## config.mk

```make
export PLATFORM = sky130hd
export DESIGN_NAME = frc_dither
export DESIGN_NICKNAME = d
export VERILOG_FILES = /design/src/rtl/dith_pkg.sv /design/src/rtl/dith_cfg.sv /design/src/rtl/dith_phase.sv /design/src/rtl/dith_lane.sv /design/src/rtl/frc_dither.sv
export SDC_FILE = /design/constraint.sdc
export NUM_CORES = 1
export LEC_CHECK = 0
export BUFFER_PORTS_ARGS = -buffer_cell sky130_fd_sc_hd__buf_2
export CAP_MARGIN = 15
export CORE_ASPECT_RATIO = 1.25
export CORE_MARGIN = 3
export CORE_UTILIZATION = 35
export DETAILED_ROUTE_END_ITERATION = 7
export PLACE_DENSITY = 0.53
export SLEW_MARGIN = 0
export SYNTH_ARGS = -nofsm -noshare
export SYNTH_HDL_FRONTEND = slang
export SYNTH_HIERARCHICAL = 1
export SYNTH_SLANG_ARGS = --single-unit
export TNS_END_PERCENT = 20
```

## constraint.sdc

```tcl
create_clock -name clk -period 4.2 [get_ports clk]
set_input_delay 0.42 -clock clk [delete_from_list [all_inputs] [get_ports clk]]
set_output_delay 0.42 -clock clk [all_outputs]
set_load 0.05 [all_outputs]
```

## src/rtl/dith_pkg.sv

```systemverilog
package dith_pkg;

    localparam int NPAIR = 7;
    localparam int NPER  = 4;

    localparam int ADDR_RED   = 0;
    localparam int ADDR_GRN   = 1;
    localparam int ADDR_BLU   = 2;
    localparam int ADDR_CTRL  = 3;
    localparam int ADDR_PAIR0 = 4;

    localparam logic [31:0] DEF_RG  = 32'h0246_8ACF;
    localparam logic [15:0] DEF_BLU = 16'h04BF;

    typedef enum logic [1:0] {PER3, PER4, PER5, PER7} per_e;
    typedef enum logic [1:0] {SRC_ON, SRC_OFF, SRC_PAT} src_e;

    typedef struct packed {
        src_e       src;
        logic [2:0] pair;
        logic       inv;
        logic       hi;
        per_e       per;
    } dec_t;

    function automatic int per_len(int i);
        case (i)
            0:       return 3;
            1:       return 4;
            2:       return 5;
            default: return 7;
        endcase
    endfunction

    function automatic logic [31:0] def_pair(int k);
        case (k)
            0:       return 32'h0000_0003;
            1:       return 32'h0005_0007;
            2:       return 32'h0000_000F;
            3:       return 32'h0000_0015;
            4:       return 32'h0000_003F;
            5:       return 32'h0000_005B;
            default: return 32'h0000_0055;
        endcase
    endfunction

    function automatic dec_t decode(logic [3:0] c);
        dec_t d;
        d.src  = SRC_PAT;
        d.pair = 3'd0;
        d.inv  = 1'b0;
        d.hi   = 1'b0;
        d.per  = PER3;
        unique case (c)
            4'd0:  d.src = SRC_ON;
            4'd1:  begin d.pair = 3'd4; d.per = PER7; end
            4'd2:  begin d.pair = 3'd2; d.per = PER5; end
            4'd3:  begin d.pair = 3'd1; d.per = PER4; end
            4'd4:  begin d.pair = 3'd5; d.per = PER7; end
            4'd5:  begin d.pair = 3'd0; d.per = PER3; end
            4'd6:  begin d.pair = 3'd3; d.per = PER5; end
            4'd7:  begin d.pair = 3'd6; d.per = PER7; end
            4'd8:  begin d.pair = 3'd1; d.per = PER4; d.hi  = 1'b1; end
            4'd9:  begin d.pair = 3'd6; d.per = PER7; d.inv = 1'b1; end
            4'd10: begin d.pair = 3'd3; d.per = PER5; d.inv = 1'b1; end
            4'd11: begin d.pair = 3'd0; d.per = PER3; d.inv = 1'b1; end
            4'd12: begin d.pair = 3'd5; d.per = PER7; d.inv = 1'b1; end
            4'd13: begin d.pair = 3'd2; d.per = PER5; d.inv = 1'b1; end
            4'd14: begin d.pair = 3'd4; d.per = PER7; d.inv = 1'b1; end
            4'd15: d.src = SRC_OFF;
        endcase
        return d;
    endfunction

endpackage

```

## src/rtl/dith_cfg.sv

```systemverilog
module dith_cfg
    import dith_pkg::*;
#(
    parameter int AW = 4
) (
    input  logic                        clk,
    input  logic                        rst_n,
    input  logic                        wr_en,
    input  logic [AW-1:0]               wr_addr,
    input  logic [31:0]                 wr_data,
    input  logic                        commit,
    output logic [31:0]                 act_red,
    output logic [31:0]                 act_grn,
    output logic [15:0]                 act_blu,
    output logic                        act_grey,
    output logic [NPAIR-1:0][31:0]      act_pair
);

    logic [31:0]            sh_red;
    logic [31:0]            sh_grn;
    logic [15:0]            sh_blu;
    logic                   sh_grey;
    logic [NPAIR-1:0][31:0] sh_pair;

    // Shadow set: written at any time, unused addresses fall through.
    always_ff @(posedge clk or negedge rst_n) begin
        if (!rst_n) begin
            sh_red  <= DEF_RG;
            sh_grn  <= DEF_RG;
            sh_blu  <= DEF_BLU;
            sh_grey <= 1'b0;
            for (int k = 0; k < NPAIR; k++) sh_pair[k] <= def_pair(k);
        end else if (wr_en) begin
            if (wr_addr == AW'(ADDR_RED))  sh_red  <= wr_data;
            if (wr_addr == AW'(ADDR_GRN))  sh_grn  <= wr_data;
            if (wr_addr == AW'(ADDR_BLU))  sh_blu  <= wr_data[15:0];
            if (wr_addr == AW'(ADDR_CTRL)) sh_grey <= wr_data[0];
            for (int k = 0; k < NPAIR; k++)
                if (wr_addr == AW'(ADDR_PAIR0 + k)) sh_pair[k] <= wr_data;
        end
    end

    // Working set: copied only at a frame boundary.
    always_ff @(posedge clk or negedge rst_n) begin
        if (!rst_n) begin
            act_red  <= DEF_RG;
            act_grn  <= DEF_RG;
            act_blu  <= DEF_BLU;
            act_grey <= 1'b0;
            for (int k = 0; k < NPAIR; k++) act_pair[k] <= def_pair(k);
        end else if (commit) begin
            act_red  <= sh_red;
            act_grn  <= sh_grn;
            act_blu  <= sh_blu;
            act_grey <= sh_grey;
            act_pair <= sh_pair;
        end
    end

    // the working set never moves inside a frame
    p_hold_in_frame_r7: assert property (@(posedge clk) disable iff (!rst_n)
        !commit |=> ($stable(act_red) && $stable(act_grn) && $stable(act_blu)
                     && $stable(act_grey) && $stable(act_pair)));

endmodule

```

## src/rtl/dith_phase.sv

```systemverilog
module dith_phase
    import dith_pkg::*;
#(
    parameter int XW = 10
) (
    input  logic                     clk,
    input  logic                     rst_n,
    input  logic                     adv,
    input  logic [XW-1:0]            x,
    output logic [NPER-1:0][2:0]     ph
);

    for (genvar i = 0; i < NPER; i++) begin : g_per
        localparam int P = per_len(i);

        logic [2:0] fcnt;
        logic [2:0] xm;
        logic [3:0] sum;

        always_ff @(posedge clk or negedge rst_n) begin
            if (!rst_n)   fcnt <= 3'd0;
            else if (adv) fcnt <= (fcnt == 3'(P - 1)) ? 3'd0 : fcnt + 3'd1;
        end

        always_comb begin
            xm  = 3'(x % P);
            sum = {1'b0, fcnt} + {1'b0, xm};
            ph[i] = (sum >= 4'(P)) ? 3'(sum - 4'(P)) : sum[2:0];
        end

        // frame counter and phase stay inside the period
        p_phase_bound_r4: assert property (@(posedge clk) disable iff (!rst_n)
            (fcnt < 3'(P)) && (ph[i] < 3'(P)));
    end

endmodule

```

## src/rtl/dith_lane.sv

```systemverilog
module dith_lane
    import dith_pkg::*;
(
    input  logic [3:0]               code,
    input  logic [NPAIR-1:0][31:0]   pairs,
    input  logic [NPER-1:0][2:0]     ph,
    output logic                     bit_o
);

    dec_t        d;
    logic [31:0] word;
    logic [15:0] pat;
    logic        pbit;

    always_comb begin
        d     = decode(code);
        word  = pairs[d.pair];
        pat   = d.hi ? word[31:16] : word[15:0];
        pbit  = pat[ph[d.per]] ^ d.inv;
        unique case (d.src)
            SRC_ON:  bit_o = 1'b1;
            SRC_OFF: bit_o = 1'b0;
            default: bit_o = pbit;
        endcase
    end

endmodule

```

## src/rtl/frc_dither.sv

```systemverilog
module frc_dither
    import dith_pkg::*;
#(
    parameter int XW = 10,
    parameter int AW = 4
) (
    input  logic            clk,
    input  logic            rst_n,
    input  logic            cfg_we,
    input  logic [AW-1:0]   cfg_addr,
    input  logic [31:0]     cfg_wdata,
    input  logic            frame_start,
    input  logic            pix_valid,
    input  logic [7:0]      pix_data,
    input  logic [XW-1:0]   pix_x,
    output logic            drv_valid,
    output logic            drv_r,
    output logic            drv_g,
    output logic            drv_b
);

    localparam int NCH = 3;

    typedef enum logic {ST_WAIT, ST_RUN} st_e;

    st_e state_q;
    st_e state_d;

    logic [31:0]            act_red;
    logic [31:0]            act_grn;
    logic [15:0]            act_blu;
    logic                   act_grey;
    logic [NPAIR-1:0][31:0] act_pair;
    logic [NPER-1:0][2:0]   ph;

    logic [NCH-1:0][3:0]    nib;
    logic [NCH-1:0][3:0]    code;
    logic [NCH-1:0]         lane_bit;
    logic                   accept;

    dith_cfg #(.AW(AW)) i_cfg (
        .clk      (clk),
        .rst_n    (rst_n),
        .wr_en    (cfg_we),
        .wr_addr  (cfg_addr),
        .wr_data  (cfg_wdata),
        .commit   (frame_start),
        .act_red  (act_red),
        .act_grn  (act_grn),
        .act_blu  (act_blu),
        .act_grey (act_grey),
        .act_pair (act_pair)
    );

    dith_phase #(.XW(XW)) i_phase (
        .clk   (clk),
        .rst_n (rst_n),
        .adv   (frame_start),
        .x     (pix_x),
        .ph    (ph)
    );

    // 3:3:2 level split through the per-channel tables
    always_comb begin
        nib[0] = act_red[{pix_data[7:5], 2'b00} +: 4];
        nib[1] = act_grn[{pix_data[4:2], 2'b00} +: 4];
        nib[2] = act_blu[{pix_data[1:0], 2'b00} +: 4];
    end

    for (genvar c = 0; c < NCH; c++) begin : g_lane
        assign code[c] = act_grey ? nib[2] : nib[c];

        dith_lane i_lane (
            .code  (code[c]),
            .pairs (act_pair),
            .ph    (ph),
            .bit_o (lane_bit[c])
        );
    end

    // State register
    always_ff @(posedge clk or negedge rst_n) begin
        if (!rst_n) state_q <= ST_WAIT;
        else        state_q <= state_d;
    end

    always_comb begin
        state_d = state_q;
        unique case (state_q)
            ST_WAIT: if (frame_start) state_d = ST_RUN;   // WAIT_TO_RUN
            ST_RUN:  state_d = ST_RUN;
        endcase
    end

    assign accept = (state_q == ST_RUN) && pix_valid && !frame_start;

    // Output process
    always_ff @(posedge clk or negedge rst_n) begin
        if (!rst_n) begin
            drv_valid <= 1'b0;
            drv_r     <= 1'b0;
            drv_g     <= 1'b0;
            drv_b     <= 1'b0;
        end else begin
            drv_valid <= accept;
            drv_r     <= lane_bit[0];
            drv_g     <= lane_bit[1];
            drv_b     <= lane_bit[2];
        end
    end

    p_quiet_before_frame_r9: assert property (@(posedge clk) disable iff (!rst_n)
        (state_q == ST_WAIT) |=> !drv_valid);

    p_strobe_drops_pixel_r10: assert property (@(posedge clk) disable iff (!rst_n)
        frame_start |=> !drv_valid);

    p_one_cycle_latency_r11: assert property (@(posedge clk) disable iff (!rst_n)
        ((state_q == ST_RUN) && pix_valid && !frame_start) |=> drv_valid);

    p_grey_lanes_equal_r8: assert property (@(posedge clk) disable iff (!rst_n)
        (accept && act_grey) |=> (drv_r == drv_g) && (drv_g == drv_b));

    p_full_on_r3: assert property (@(posedge clk) disable iff (!rst_n)
        (accept && code[0] == 4'd0) |=> drv_r);

    p_full_off_r3: assert property (@(posedge clk) disable iff (!rst_n)
        (accept && code[0] == 4'd15) |=> !drv_r);

endmodule

```

==> flow_metrics.py, run 1 <==
metrics = {
    "status": {
        "outcome": "finished, violations left",
        "violations": "setup timing",
    },
    "drt": {
        "dr.first_iter.drc_count": 1119,
        "wl_per_cell_um": 22.17,
        "first_pass_iters": 5,
        "routed_via_density": 5.701,
        "vias": 18340,
        "drc": 0,
        "antenna_left": 0,
        "totalWireLength_um": 71310,
    },
    "setup_path": {
        "reg2regPathDepth": 19,
        "path_class": "input pin to flip-flop",
        "max_stage_delay_ps": 520,
        "r2r-end": "drv_b",
        "cp.required_ps": 4660,
        "reg2reg_from": "i_phase/g_per[2].fcnt[0]",
        "cpMostUsedCell": "buf_4",
        "start_kind": "input pin",
        "crit_fanout": 8,
        "critPathCaptureType": "flip-flop",
        "cp.arrival_ps": 9140,
        "cp_slowest_cell": "fa_1",
        "ff2ff_setup_slack_ps": 320,
    },
    "sta": {
        "drv_slew": 0,
        "relSlewSlack_pct": 31.58,
        "fin_crit_ps": 8680,
        "fin_crit_sh_pct": 206.7,
        "fin_ws_ps": -4480,
        "tns_ps": -13390,
        "whs_ps": 40.80,
        "tightestPinTransition_ps": 1021,
        "timing.fmax_mhz": 115.2,
        "setup_viol": 3,
        "grt_setup_unrepaired": "true",
        "finalHoldViolCount": 0,
        "finalClockSkew_ps": 19.26,
    },
    "layout": {
        "final_layout_size_suffix_gt1_share_pct": 43.84,
        "antenna_cells": 0,
        "area_delta_synth_final_pct": 21.04,
        "layout.nets": 2460,
    },
    "flow_run": {
        "cap_violations": 0,
    },
    "clocking": {
        "clkLatencyLatePin_ps": 590,
        "clock_sinks": 307,
        "clk_pin_slew_worst_paths_ps": 70,
        "cts_max_level": 1,
        "cts_tree": "built",
        "cts_buffers": 31,
        "root_buffer": "clkbuf_16",
        "clock_path_buffers": 3,
    },
    "synth": {
        "syn_nets": 2205,
        "syn_area_per_cell_sq_um": 10.18,
        "synth_warnings": 6,
        "synthCells": 2113,
        "netlist_area_sq_mm": 0.02151,
    },
    "floorplan": {
        "die_w_um": 227.8,
        "die_h_um": 283.2,
        "core_area_sq_mm": 0.06078,
        "num_rows": 101,
        "initial_core_util_pct": 35.39,
        "io_pins": 63,
        "dieArea_sq_mm": 0.06450,
    },
    "pwr": {
        "irDropWorstVdd_uv": 477.1,
        "power.density_mw_per_mm2": 676.2,
        "finalPower_mw": 17.61,
        "p_leak_nw": 10.89,
    },
    "global_route": {
        "grt_max_degree": 119,
        "grt_overflow": 0,
        "antenna_found_initial": 0,
        "grt_pass1_vias": 19150,
        "gr-usage-all-layers_pct": 21.49,
        "grt_pass1_wl_um": 111500,
    },
    "min_path": {
        "min_to": "drv_valid",
        "min_from": "pix_valid",
        "whs_path_depth": 3,
        "worstHoldPathType": "input pin to flip-flop",
    },
    "placement": {
        "port_buffers": 62,
        "dp_hpwl_um": 53320,
        "place_congestion": 1.001,
    },
}
power breakdown:
group          total (mW)  internal (mW)  leakage, nW  switching, mW
sequential           4.81           3.97         3.54          0.842
combinational        9.98           4.83         6.83           5.15
clock                2.82           1.59        0.518           1.22
per-layer routing:
layer / GRT usage, % / vias up / routed length [um]
met2: 39.71 / 599 / 36900
met5: 0 / - / 0
met1: 24.60 / 9065 / 27360
met3: 2.031 / 192 / 2909
li1: - / 8483 / -
met4: 10.86 / 0 / 4140
cells in the final DEF (no fill, tap or decap), types with 20 or more instances in the layout:
master	instances
a211oi_1	27
a21oi_1	80
a31oi_1	29
and3_1	20
buf_2	60
buf_4	327
clkbuf_16	31
dfrtp_1	181
dfstp_2	126
ha_1	22
inv_1	43
mux2_2	298
mux2i_1	47
nand2_1	122
nand2b_1	36
nand3_1	58
nor2_1	84
nor2b_1	29
nor3_1	38
o21ai_0	110
o22ai_1	52
xnor2_1	29
how the worst max path moves through the flow:
stage,start,end,slack (ps),cells after the start
after floorplan,pix_x[7],drv_b,-4640,45
after global placement,pix_x[7],drv_r,-5080,45
after detailed placement,pix_x[7],drv_b,-5310,45
after CTS,pix_x[7],drv_r,-4420,46
after global routing,pix_x[7],drv_b,-4970,47
final,pix_x[7],drv_b,-4480,50
sequential cells by signal, indices dropped and copies added, names as in the netlist:
register / cells
i_cfg/sh_pair: 64
i_cfg/act_grn: 32
drv_r: 1
drv_g: 1
drv_valid: 1
state_q: 1
i_phase/g_per.fcnt: 12
i_cfg/act_grey: 1
i_cfg/sh_blu: 16
i_cfg/act_red: 32
i_cfg/act_pair: 64
i_cfg/sh_grn: 32
i_cfg/act_blu: 16
i_cfg/sh_grey: 1
drv_b: 1
i_cfg/sh_red: 32
critical path, delay by kind of cell:
kind / cells / cell delay [ps]
muxes: 1 / 190
buffers and inverters: 9 / 1130
and+or+nand+nor: 16 / 2240
AOI/OAI and AO/OA: 13 / 2530
xor gates and xnor gates: 3 / 520
adders and majority gates: 8 / 2070
layout make-up:
cell class	instances	area, sq um
sequential	307	7840
clock buffer	41	873.3
tap	824	1031
inverter	54	202.7
clock inverter	17	156.4
multi-input combinational	1566	12810
timing repair buffer	408	3122
fill	5859	34750
metrics by stage:
stage | area [sq um] | utilization (%) | std cells | setup WS, ps
final | 26040 | 42.84 | 3217 | -4480
after global placement | 24650 | 40.55 | 3149 | -5077
after global routing | 26040 | 42.84 | 3217 | -4970
after floorplan | 21610 | - | 2113 | -4639
after detailed placement | 24650 | 40.55 | 3149 | -5315
after CTS | 25960 | 42.70 | 3214 | -4419
repair_timing:
action,4_1_cts,5_1_grt
hold buffers,1,0
pin swaps,22,4
resized for setup,45,10
buffers inserted,6,2
setup endpoints to repair,3,3
endpoints found under the hold margin,63,0
Power figures use the tool's default switching activity.
==> run 2: changes to the inputs <==
--- a/config.mk
+++ b/config.mk
@@ -11,6 +11,7 @@
 export CORE_MARGIN = 3
 export CORE_UTILIZATION = 35
 export DETAILED_ROUTE_END_ITERATION = 7
+export HOLD_SLACK_MARGIN = 0.08
 export PLACE_DENSITY = 0.53
 export SLEW_MARGIN = 0
 export SYNTH_ARGS = -nofsm -noshare
==> run 2 against run 1 <==
  * The run still ends with setup timing left
  * Power about the same
  * Final cell count grew 0.12%
  * Core utilization up 0.066 points
  * Fmax is essentially flat
  * Sequential cell count is the same
  * Routed wire length about the same
  * Critical path depth did not move
  * Sequential power about the same
  * Worst setup slack better by 7.6 ps
==> flow_metrics.py, run 2 (synthesis results as in run 1) <==
metrics = {
    "setup_path": {
        "cp_slowest_cell": "fa_1",
        "cp.required_ps": 4660,
        "cpMostUsedCell": "buf_4",
        "crit_fanout": 8,
        "critPathCaptureType": "flip-flop",
        "start_kind": "input pin",
        "max_stage_delay_ps": 520,
        "path_class": "input pin to flip-flop",
        "cp.arrival_ps": 9130,
    },
    "layout": {
        "area_delta_synth_final_pct": 21.22,
        "final_common_cell": "buf_4",
        "layout.nets": 2464,
        "layout_common_cells": "buf_4 (327), mux2_2 (298), dfrtp_1 (181), dfstp_2 (126), nand2_1 (122)",
        "fill_cells": 5855,
        "antenna_cells": 0,
        "final_cells": 3221,
        "largestRegisters": "i_cfg/act_pair x64, i_cfg/sh_pair x64",
        "final_layout_size_suffix_gt1_share_pct": 43.76,
    },
    "clocking": {
        "clock_path_buffers": 3,
        "cts_max_level": 1,
        "clock_sinks": 307,
        "clkLatencyLatePin_ps": 580,
        "clk_pin_slew_worst_paths_ps": 70,
        "root_buffer": "clkbuf_16",
        "cts_buffers": 31,
        "cts_tree": "built",
    },
    "sta": {
        "drv_slew": 0,
        "grt_setup_unrepaired": "true",
        "fin_crit_ps": 8672,
        "fin_crit_sh_pct": 206.5,
        "fin_ws_ps": -4472,
        "timing.fmax_mhz": 115.3,
        "finalHoldViolCount": 0,
        "setup_viol": 3,
        "tightestPinTransition_ps": 1019,
        "finalClockSkew_ps": 19.67,
        "relSlewSlack_pct": 31.81,
    },
    "floorplan": {
        "io_pins": 63,
        "die_h_um": 283.2,
        "dieArea_sq_mm": 0.06450,
        "initial_core_util_pct": 35.39,
        "num_rows": 101,
        "core_area_sq_mm": 0.06078,
        "die_w_um": 227.8,
    },
    "global_route": {
        "grt_overflow": 0,
        "grt_max_degree": 119,
        "grt_pass1_wl_um": 111600,
        "gr-usage-all-layers_pct": 21.51,
        "antenna_found_initial": 0,
        "grt_pass1_vias": 19170,
    },
    "min_path": {
        "worstHoldPathType": "input pin to flip-flop",
    },
    "pwr": {
        "irDropWorstVdd_uv": 481.4,
        "p_leak_nw": 10.91,
        "power.density_mw_per_mm2": 675.2,
    },
    "drt": {
        "totalWireLength_um": 71320,
        "first_pass_iters": 6,
        "wl_per_cell_um": 22.14,
        "antenna_left": 0,
        "drc": 0,
        "vias": 18380,
        "routed_via_density": 5.706,
        "dr.first_iter.drc_count": 1181,
    },
    "placement": {
        "port_buffers": 62,
        "dp_hpwl_um": 53320,
        "pre_cts_slack_ps": -5315,
        "dp.cells": 3149,
        "place_congestion": 1.001,
    },
    "status": {
        "violations": "setup timing",
        "outcome": "finished, violations left",
    },
    "flow_run": {
        "cap_violations": 0,
    },
}
==> run 2: changes by cell type in the layout (fill, tap and decap cells not counted), sizes merged <==
cell,change
dlygate4sd3,+4
==> run 2: worst paths after layout <==
kind	from	to	slack (ps)	cells past startpoint
max	pix_x[7]	drv_b	-4470	50
min	cfg_wdata[27]	i_cfg/sh_grn[27]	100	2
max reg2reg	i_cfg/act_red[31]	drv_r	320	14
min reg2reg	state_q	state_q	470	1
max in group asynchronous	rst_n	i_cfg/sh_grn[18]	2660	3
min in group asynchronous	rst_n	i_cfg/sh_red[24]	510	2
==> run 2: final cells by class <==
| class | count | area (sq um) | area share (%) |
|---|---|---|---|
| Clock buffer | 41 | 873.3 | 3.349 |
| Inverter | 54 | 202.7 | 0.7772 |
| Clock inverter | 17 | 156.4 | 0.5997 |
| Sequential cell | 307 | 7840 | 30.06 |
| Tap cell | 824 | 1031 | 3.953 |
| Multi-Input combinational cell | 1566 | 12810 | 49.13 |
| Timing Repair Buffer | 412 | 3162 | 12.12 |
==> run 2: power by group <==
part | internal [mW] | total, mW | switching (mW) | leakage [nW]
clock | 1.59 | 2.81 | 1.22 | 0.518
combinational | 4.83 | 9.99 | 5.16 | 6.85
sequential | 3.97 | 4.81 | 0.840 | 3.54
==> run 2: worst max-delay path, delay by kind of cell <==
kind,cells,cell delay (ps)
mux,1,190
buf+inv,9,1130
xor+xnor,3,520
simple gates,16,2240
fa+ha+maj,8,2070
compound gates,13,2540
==> run 2: metrics by stage <==
| stage | area [sq um] | power [mW] | setup TNS (ps) | hold slack, ps | utilization (%) |
|---|---|---|---|---|---|
| after CTS | 26000 | 17.53 | -13260 | 82.32 | 42.77 |
| after global routing | 26080 | 18.69 | -14780 | 89.91 | 42.90 |
| after global placement | 24650 | 14.10 | -15170 | 452.0 | 40.55 |
| final | 26080 | 17.61 | -13350 | 104.0 | 42.90 |
| after detailed placement | 24650 | 14.27 | -15910 | 469.0 | 40.55 |
| after floorplan | 21610 | 10.66 | -13920 | 124.4 | - |
==> run 2: metal layers <==
| layer | vias to the layer above | share of wire (%) | GRT usage [%] |
|---|---|---|---|
| li1 | 8503 | - | - |
| met1 | 9105 | 39 | 24.62 |
| met2 | 587 | 52 | 39.75 |
| met3 | 185 | 3.8 | 2.031 |
| met4 | 0 | 5.6 | 10.86 |
| met5 | - | 0 | 0 |
==> run 2: timing repair <==
item                       CTS  global route
buffers inserted             6             2
hold buffers                 5             0
gates resized for setup     45            10
pin swaps                   22             4
hold endpoints to repair    68             0
setup endpoints to repair    3             3
==> run 3: changes to the inputs <==
--- a/config.mk
+++ b/config.mk
@@ -7,12 +7,13 @@
 export LEC_CHECK = 0
 export BUFFER_PORTS_ARGS = -buffer_cell sky130_fd_sc_hd__buf_2
 export CAP_MARGIN = 15
-export CORE_ASPECT_RATIO = 1.25
+export CORE_ASPECT_RATIO = 1.75
 export CORE_MARGIN = 3
 export CORE_UTILIZATION = 35
 export DETAILED_ROUTE_END_ITERATION = 7
 export HOLD_SLACK_MARGIN = 0.08
 export PLACE_DENSITY = 0.53
+export SKIP_CTS_REPAIR_TIMING = 1
 export SLEW_MARGIN = 0
 export SYNTH_ARGS = -nofsm -noshare
 export SYNTH_HDL_FRONTEND = slang
==> run 3 against run 2 <==
  * The flow still finishes with violations (setup timing)
  * Combinational power is 6% higher
  * Sequential cell count unchanged
  * Fmax decreased by 0.17%
  * Sequential power is 2% higher
==> flow_metrics.py, run 3 (synthesis results as in run 1) <==
metrics = {
    "clocking": {
        "clkLatencyLatePin_ps": 570,
        "cts_max_level": 1,
        "cts_buffers": 28,
        "clock_sinks": 307,
        "root_buffer": "clkbuf_16",
        "clock_path_buffers": 3,
        "clk_pin_slew_worst_paths_ps": 70,
        "cts_tree": "built",
    },
    "layout": {
        "multiInputGateArea_sq_mm": 0.01272,
        "final_layout_size_suffix_gt1_share_pct": 44.84,
        "area_delta_synth_final_pct": 22.55,
        "final_common_cell": "buf_4",
        "antenna_cells": 0,
        "regArea_sq_mm": 0.007840,
        "layout_common_cells": "buf_4 (414), mux2_2 (299), dfrtp_1 (181), dfstp_2 (126), nand2_1 (122)",
        "largestRegisters": "i_cfg/act_pair x64, i_cfg/sh_pair x64",
        "fill_cells": 5944,
        "layout.nets": 2539,
        "final_cells": 3255,
    },
    "sta": {
        "relSlewSlack_pct": 29.30,
        "fin_crit_sh_pct": 206.8,
        "fin_crit_ps": 8687,
        "setup_viol": 3,
        "whs_ps": 87.65,
        "finalHoldViolCount": 0,
        "finalClockSkew_ps": 13.28,
        "tightestPinTransition_ps": 1060,
        "fin_ws_ps": -4487,
        "tns_ps": -13420,
        "drv_slew": 0,
        "timing.fmax_mhz": 115.1,
        "grt_setup_unrepaired": "true",
    },
    "placement": {
        "dp_hpwl_um": 62670,
        "dp.cells": 3200,
        "port_buffers": 62,
        "place_congestion": 0.9910,
    },
    "global_route": {
        "gr-usage-all-layers_pct": 24.36,
        "grt_pass1_wl_um": 122000,
        "grt_max_degree": 130,
        "grt_pass1_vias": 19970,
        "grt_overflow": 0,
        "antenna_found_initial": 0,
    },
    "drt": {
        "antenna_left": 0,
        "vias": 19030,
        "totalWireLength_um": 81270,
        "drc": 0,
        "dr.first_iter.drc_count": 1073,
        "wl_per_cell_um": 24.97,
        "first_pass_iters": 6,
        "routed_via_density": 5.847,
    },
    "setup_path": {
        "start_kind": "input pin",
        "critPathCaptureType": "flip-flop",
        "cp.arrival_ps": 9200,
        "ff2ff_setup_slack_ps": 200,
        "cp_slowest_cell": "fa_1",
        "cp.required_ps": 4720,
        "reg2reg_from": "i_phase/g_per[2].fcnt[0]",
        "crit_fanout": 10,
        "reg2regPathDepth": 18,
        "max_stage_delay_ps": 520,
        "path_class": "input pin to flip-flop",
        "r2r-end": "drv_r",
    },
    "min_path": {
        "min_from": "pix_valid",
        "worstHoldPathType": "input pin to flip-flop",
        "min_to": "drv_valid",
        "whs_path_depth": 3,
    },
    "floorplan": {
        "die_h_um": 334.0,
        "io_pins": 63,
        "initial_core_util_pct": 35.59,
        "core_area_sq_mm": 0.06045,
        "num_rows": 119,
        "dieArea_sq_mm": 0.06459,
        "die_w_um": 193.4,
    },
    "status": {
        "outcome": "finished, violations left",
        "violations": "setup timing",
    },
    "pwr": {
        "finalPower_mw": 18.09,
        "power.density_mw_per_mm2": 686.3,
        "irDropWorstVdd_uv": 481.9,
        "p_leak_nw": 11.17,
    },
    "flow_run": {
        "cap_violations": 0,
    },
}
## run 3: changes by cell type in the layout (fill, tap and decap cells not counted), sizes merged
cell and delta:
clkbuf -4, clkinvlp +2, buf +83, dlygate4sd3 -4, clkinv -1, inv -3
bufinv -1
## run 3: worst max-delay path by stage
stage          startpoint  endpoint  slack [ps]
2_1_floorplan    pix_x[7]     drv_b       -4640
3_3_place_gp     pix_x[7]     drv_r       -4990
3_5_place_dp     pix_x[7]     drv_r       -5200
4_1_cts          pix_x[7]     drv_r       -4650
5_1_grt          pix_x[7]     drv_r       -4910
6_report         pix_x[7]     drv_r       -4490
## run 3: where the power goes
part / internal (mW) / switching, mW / leakage [nW]
clock network: 1.38 / 1.18 / 0.449
registers: 3.97 / 0.939 / 3.54
logic: 5.05 / 5.57 / 7.18
total: 10.4 / 7.70 / 11.2
## run 3: stage by stage
step	setup slack, ps	instance area, sq um	util, %
after floorplan	-4639	21610	-
after global placement	-4994	25260	41.79
after detailed placement	-5203	25260	41.79
after CTS	-4645	26180	43.31
after global routing	-4910	26360	43.61
final	-4487	26360	43.61
## run 3: cell type report
type	count	share of cell area (%)
clock buffer	38	2.952
clock inverter	14	0.5268
inverter	54	0.7688
multi-input combinational	1566	48.27
sequential	307	29.74
tap	786	3.730
timing repair buffer	490	14.02
## run 3: per-layer routing
| metal | global-route usage, % | share of wire [%] |
|---|---|---|
| met5 | 0 | 0 |
| met4 | 19.22 | 9.9 |
| met3 | 2.096 | 3.6 |
| met2 | 47.06 | 53 |
| met1 | 23.44 | 33 |
## run 3: critical path: cells and delay by family
family	cells	cell delay [ps]
AOI/OAI and AO/OA	14	2890
xor gates and xnor gates	2	390
adders and majority gates	8	2190
buffers and inverters	6	690
muxes	2	490
and+or+nand+nor	14	2150
